==> config.mk <==
export PLATFORM = sky130hd
export DESIGN_NAME = adc_sample_fmt
export DESIGN_NICKNAME = d
export VERILOG_FILES = /design/src/rtl/adc_sample_fmt.sv
export SDC_FILE = /design/constraint.sdc
export NUM_CORES = 1
export LEC_CHECK = 0
export BUFFER_PORTS_ARGS = -buffer_cell sky130_fd_sc_hd__buf_2
export CORE_ASPECT_RATIO = 1.4
export CORE_MARGIN = 5
export CORE_UTILIZATION = 35
export CTS_BUF_LIST = sky130_fd_sc_hd__clkbuf_8
export DETAILED_ROUTE_END_ITERATION = 12
export GPL_TIMING_DRIVEN = 0
export HOLD_SLACK_MARGIN = 0.1
export PLACE_DENSITY = 0.55
export RECOVER_POWER = 25
export SYNTH_ARGS = -nofsm -noshare
export SYNTH_HDL_FRONTEND = slang
export SYNTH_SLANG_ARGS = --single-unit
==> constraint.sdc <==
create_clock -name clk -period 2.1 [get_ports clk]
set_clock_uncertainty 0.15 [all_clocks]
set_input_delay 0.315 -clock clk [delete_from_list [all_inputs] [get_ports clk]]
set_output_delay 0.315 -clock clk [all_outputs]
set_load 0.005 [all_outputs]
==> src/rtl/adc_sample_fmt.sv <==
module adc_sample_fmt #(
  parameter int DW = 13
) (
  input  logic          clk,
  input  logic          rst_n,
  input  logic          in_vld,
  input  logic [DW-1:0] in_data,
  input  logic          in_orng,
  input  logic          fmt_twos,
  input  logic [1:0]    mode,
  output logic [DW-1:0] out_sample,
  output logic          out_vld,
  output logic          out_over,
  output logic          out_under,
  output logic          cfg_err
);
  localparam logic [1:0] M_FULL = 2'd0;
  localparam logic [1:0] M_HALF = 2'd1;
  localparam logic [1:0] M_RED  = 2'd2;
  localparam logic [DW-1:0] POS_FULL = {1'b0, {(DW-1){1'b1}}};
  localparam logic [DW-1:0] NEG_FULL = {1'b1, {(DW-1){1'b0}}};
  localparam logic [DW-1:0] POS_HALF = {2'b00, {(DW-2){1'b1}}};
  localparam logic [DW-1:0] NEG_HALF = {2'b11, {(DW-2){1'b0}}};

  logic [DW-1:0] norm, nxt_sample;
  logic          at_pos, at_neg, pin_pos, pin_neg, red_ov, red_un, bad_cfg;
  logic          nxt_over, nxt_under;

  assign norm    = {in_data[DW-1] ^ ~fmt_twos, in_data[DW-2:0]};
  assign at_pos  = (norm == POS_FULL);
  assign at_neg  = (norm == NEG_FULL);
  assign pin_pos = in_orng & ~norm[DW-1];
  assign pin_neg = in_orng &  norm[DW-1];
  assign red_ov  = ~in_data[DW-1] &  in_data[DW-2];
  assign red_un  =  in_data[DW-1] & ~in_data[DW-2];
  assign bad_cfg = (mode == 2'd3) || (mode == M_RED && !fmt_twos);

  always_comb begin
    nxt_sample = '0;
    nxt_over   = 1'b0;
    nxt_under  = 1'b0;
    if (!bad_cfg) begin
      case (mode)
        M_FULL: begin
          nxt_over   = at_pos | pin_pos;
          nxt_under  = at_neg | pin_neg;
          nxt_sample = nxt_over ? POS_FULL : nxt_under ? NEG_FULL : norm;
        end
        M_HALF: begin
          nxt_over   = at_pos | pin_pos;
          nxt_under  = at_neg | pin_neg;
          nxt_sample = nxt_over ? POS_HALF : nxt_under ? NEG_HALF
                                : {norm[DW-1], norm[DW-1:1]};
        end
        default: begin
          nxt_over   = red_ov;
          nxt_under  = red_un;
          nxt_sample = red_ov ? POS_HALF : red_un ? NEG_HALF
                              : {in_data[DW-2], in_data[DW-2:0]};
        end
      endcase
    end
  end

  always_ff @(posedge clk or negedge rst_n) begin
    if (!rst_n) begin
      out_sample <= '0;
      out_vld    <= 1'b0;
      out_over   <= 1'b0;
      out_under  <= 1'b0;
      cfg_err    <= 1'b0;
    end else begin
      out_vld <= in_vld;
      cfg_err <= bad_cfg;
      if (in_vld) begin
        out_sample <= nxt_sample;
        out_over   <= nxt_over;
        out_under  <= nxt_under;
      end
    end
  end


  flags_excl_chk: assert property (@(posedge clk) disable iff (!rst_n)
    !(out_over && out_under));


  vld_follow_chk: assert property (@(posedge clk) disable iff (!rst_n)
    in_vld |=> out_vld);


  hold_chk: assert property (@(posedge clk) disable iff (!rst_n)
    !in_vld |=> (!out_vld && $stable(out_sample) && $stable(out_over) && $stable(out_under)));


  cfg_zero_chk: assert property (@(posedge clk) disable iff (!rst_n)
    (out_vld && cfg_err) |-> (out_sample == '0 && !out_over && !out_under));


  red_sat_chk: assert property (@(posedge clk) disable iff (!rst_n)
    (in_vld && mode == M_RED && fmt_twos && !in_data[DW-1] && in_data[DW-2])
      |=> (out_over && out_sample == POS_HALF));


  over_sign_chk: assert property (@(posedge clk) disable iff (!rst_n)
    (out_vld && out_over) |-> !out_sample[DW-1]);


  under_sign_chk: assert property (@(posedge clk) disable iff (!rst_n)
    (out_vld && out_under) |-> out_sample[DW-1]);
endmodule

# Word level (Yosys, flattened, before mapping)
# Index checks and enable logic that the tools add are counted.
word_totals:
  word_cells: 38
  mem_bits_rw: 0
  ff_bits: 17
  romBits: 0
  latch_bits: 0
  n_memories: 0
  input_bits: 20
classes:
  div: 0
  magnitude_cmp: 0
  n_shift: 0
  n_eq_ne: 5
  n_mux: 12
  n_bitwise: 11
  add_sub_neg: 0
  n_mul: 0
  reduce_logical: 5
ops:
  columns: ["operator", "n"]
  rows:
  - ["two-way mux 13 bit", 7]
  - ["one-hot mux 13 bit (2 select lines)", 1]
  - ["== test 13 x 12 -> 1 bit (second input constant)", 1]
  - ["== test 13 bit (second input constant)", 1]
  - ["bitwise AND 1 bit", 4]
  - ["== test 2 bit (second input constant)", 2]
  - ["two-way mux 1 bit", 4]
  - ["NOT 1 bit", 4]
  - ["== test 2 x 1 -> 1 bit (second input constant)", 1]
  - ["logical NOT 2 bit", 1]
  - ["OR 1 bit", 2]
  - ["OR reduction 2 bit", 1]
  - ["logical AND 1 bit", 1]
  - ["logical NOT 1 bit", 1]
  - ["logical OR 1 bit", 1]
  - ["XOR 1 bit", 1]

# Depth between registers and ports, before layout
depth:
  word_depth: 8
  depth_mapped: 6

# Worst setup path before layout
# Ideal clock, no wire load.
synth_path:
  path_type: "in2reg"
  start: "input in_data[12]"
  end: "register out_sample[0]"
  setup_slack_ps: 447
  arrival_time_ps: 1421
  cell_stages: 5
  required_ps: 1868
  setup_ps: 82
  path_cell_list: "xnor2_1 or4_1 and3b_4 buf_6 a22oi_2"
synth_via:
  elab_chain_len: 7
synth_rtl:
  columns: ["item", "line", "text"]
  rows:
  - ["start: declaration", "7", "input logic [DW-1:0] in_data,"]
  - ["XOR 1 bit", "29", "assign norm = {in_data[DW-1] ^ ~fmt_twos, in_data[DW-2:0]};"]
  - ["== test 13 bit, or another cell as far along", "31", "assign at_neg = (norm == NEG_FULL);"]
  - ["OR 1 bit / bitwise AND 1 bit (equally long branches)", "46, 51, 32", null]
  - ["two-way mux 13 bit, or another cell as far along", "52", "nxt_sample = nxt_over ? POS_HALF : nxt_under ? NEG_HALF"]
  - ["two-way mux 13 bit (on tied branches)", "52, 47", null]
  - ["one-hot mux 13 bit (2 select lines) (*)", "43", "case (mode)"]
  - ["two-way mux 13 bit (*)", "42", "if (!bad_cfg) begin"]
  - ["end signal: assignment", "76", "out_sample <= nxt_sample;"]
  - ["end: declaration", "11", "output logic [DW-1:0] out_sample,"]
# Every way passes the cells marked *; elsewhere a longest branch is shown, timed or not.
# A chain may end at the register's enable or synchronous reset.

# Worst setup path in the final report
layout_path:
  start: "input fmt_twos"
  end: "register out_sample[10]"
layout_via:
  elab_chain_len: 8
layout_rtl:
  columns: ["item", "line", "text"]
  rows:
  - ["start: declaration", "9", "input logic fmt_twos,"]
  - ["NOT 1 bit", "29", null]
  - ["XOR 1 bit", "29", null]
  - ["== test 13 bit, or another cell as far along", "31", null]
  - ["OR 1 bit / bitwise AND 1 bit (equally long branches)", "46, 51, 32", null]
  - ["two-way mux 13 bit, or another cell as far along", "52", null]
  - ["two-way mux 13 bit (on tied branches)", "52, 47", null]
  - ["one-hot mux 13 bit (2 select lines)", "43", null]
  - ["two-way mux 13 bit (*)", "42", null]
# Marks and branches as above.

==> flow_summary.toml <==
[run_status]
status = "completed"

[critical_path]
r2r_cells = 3
criticalPathCategory = "primary input to flip-flop"
cp_slowest_cell = "or4_1"
path_buf_inv = 2
critPathLaunchType = "primary input"
cp_slowest_stage_delay_ns = 0.56
crit_arrival_ns = 1.68
crit_fanout = 10
cp_top_family = "simple AND/OR/NAND/NOR gates"
worst-path-stages = 6
required_ns = 2.13
path_cells = "buf_2, xnor2_1, or4_1, and3b_4, buf_6, a22oi_2"
critPathCaptureType = "flip-flop"

[logic_synthesis]
synth.yosys.seq_area_share = 0.370
avgSynthCellArea_um2 = 9.83
synth_edf_count = 0
async_reset_ff_frac = 1.00
synth_area_leaders = "dfrtp_1, mux2_2, a22oi_2"
netlist_area_um2 = 1150
yosys.area.top_type = "dfrtp_1"
synth_seq_cells = 17
synth_flop_cell = "dfrtp_1"
synth_nets = 137
synth.distinct_cells = 31
syn_inst = 117
synth.top_cell.area_share = 0.370
synth_warnings = 0

[global_routing]
grt_pass1_wl_um = 5460
grtUsageTotal = 0.153
grt_max_degree = 18
grt_pass1_vias = 1181
grt_overflow = 0
antenna_found_initial = 0

[cts]
clk_latency_ns = 0.25
root_buffer = "clkbuf_8"
clkTransAtPathRegs_ns = 0.07
cts_tree = "built"
htree_levels = 1
cts_resized = 0
cts.sinks = 17
numCtsBuffers = 3
cts.path.max_buffers = 2

[power_and_ir_drop]
switching_share = 0.308
power.density_nw_per_um2 = 618
clockPowerShare = 0.283
intPower_uw = 614
leakage_uw = 0.000612
ir_worst_vdd_mv = 0.282
p_sw_uw = 274
power_frac_seq = 0.427
comb_power_share = 0.290

[route]
vias = 1076
routed.top_layer = "met4"
antenna_left = 0
drcViolationCount = 0
drtIter0Drc = 48
wirelength_um = 3220
firstDrtPassIters = 4
drt-met1-wl_um = 1390
routedWlPerCell_um = 16.3
wl_met3_um = 199
viasPerCell = 5.46
wl_met2_um = 1590

[cells_and_area]
nets = 179
n_antenna_cell = 0
final_core_util = 0.456
nFillCells = 329
final_cell_mix = "buf_2, dfrtp_1, nand2_1"
syn2layout_area_growth_pct = 25.0
drive_gt1_frac = 0.386
final_common_cell = "buf_2"

[floorplanning]
fp.dieArea_um2 = 4550
core-area_um2 = 3150
rows = 24
start_util = 0.365
floorplan.io_pins = 37
die_w_um = 58.4
die_y_um = 77.8

[sta]
drv_slew = 0
setup_viol = 0
relSlewSlack = 0.345
period_needed_ns = 1.65
worst_slack_ns = 0.450
worst_pin_slew_ns = 0.983
finalCritPeriodShare = 0.786
fmax_mhz = 606
hold_violations = 0
fin_tns_setup_ns = 0
rsz0062_at_grt = "false"

[place]
portBuffers = 35
place_hpwl_um = 2410
dp_slack_ns = 0.194
gp_congestion = 0.834

[flow_run]
maxCapViolCount = 0

[worst_hold_path]
hold_path_class = "primary input to flip-flop"
hold_path_depth = 2
## registers in the layout (all words and copies together) (netlist names)
register    count
cfg_err         1
out_under       1
out_over        1
out_vld         1
out_sample     13
## per-stage QoR
step	instances	hold slack (ns)	area (um2)	total power, uW
after floorplan	117	-0.131	1150	538
after global placement	191	0.119	1370	641
after detailed placement	191	0.127	1370	644
after CTS	197	0.315	1440	902
after global routing	197	0.348	1440	947
final	197	0.327	1440	888
## what timing repair did
action | 4_1_cts | 5_1_grt
setup buffers | 0 | 0
endpoints found under the hold margin | 18 | 0
endpoints found under the setup margin | 0 | 0
hold buffers | 2 | 0
## cell type report
| type | instances | area, um2 | area share |
|---|---|---|---|
| Multi-Input combinational cell | 90 | 679 | 0.473 |
| Sequential cell | 17 | 425 | 0.296 |
| Timing Repair Buffer | 37 | 194 | 0.135 |
| Tap cell | 39 | 48.8 | 0.0339 |
| Clock buffer | 3 | 41.3 | 0.0287 |
| Buffer | 9 | 41.3 | 0.0287 |
| Clock inverter | 1 | 3.75 | 0.00261 |
| Inverter | 1 | 3.75 | 0.00261 |
## path summary, 6_finish.rpt
kind,start,slack [ns],endpoint
setup / recovery,fmt_twos,0.45,out_sample[10]$_DFFE_PN0P_
hold / removal,mode[1],0.33,cfg_err$_DFF_PN0_
setup reg to reg,out_sample[2]$_DFFE_PN0P_,1.05,out_sample[2]$_DFFE_PN0P_
hold reg to reg,out_over$_DFFE_PN0P_,0.35,out_over$_DFFE_PN0P_
max in group asynchronous,rst_n,0.62,out_sample[4]$_DFFE_PN0P_
min in group asynchronous,rst_n,0.58,out_sample[11]$_DFFE_PN0P_
## cell usage after synthesis, drive strengths merged, types with 2 or more instances
| library cell | n |
|---|---|
| a22oi | 11 |
| nand2b | 2 |
| o211ai | 11 |
| nand2 | 16 |
| a21boi | 12 |
| a31oi | 2 |
| nor2b | 2 |
| nor4 | 3 |
| a21oi | 3 |
| o21ai | 3 |
| dfrtp | 17 |
| nand4 | 3 |
| mux2 | 11 |
| clkbuf | 8 |
## per-layer routing
layer	track usage	vias up
met5	0	-
met4	0.0650	0
met3	0.0349	4
met2	0.256	37
met1	0.182	508
li1	-	527
## kinds of logic after synthesis
kind of cell,share of synthesized area
AOI/OAI and AO/OA,0.330
xor gates and xnor gates,0.0152
buffers and inverters,0.0392
DFF,0.370
muxes,0.108
and+or+nand+nor,0.138
## power by group through the flow
stage	combinational [uW]	sequential, uW	clock, uW
5_1_grt	286	385	276
2_1_floorplan	147	391	0
3_5_place_dp	258	386	0
3_3_place_gp	255	386	0
6_report	257	379	251
4_1_cts	262	380	259
No activity file was read; power rests on OpenSTA's default activity.
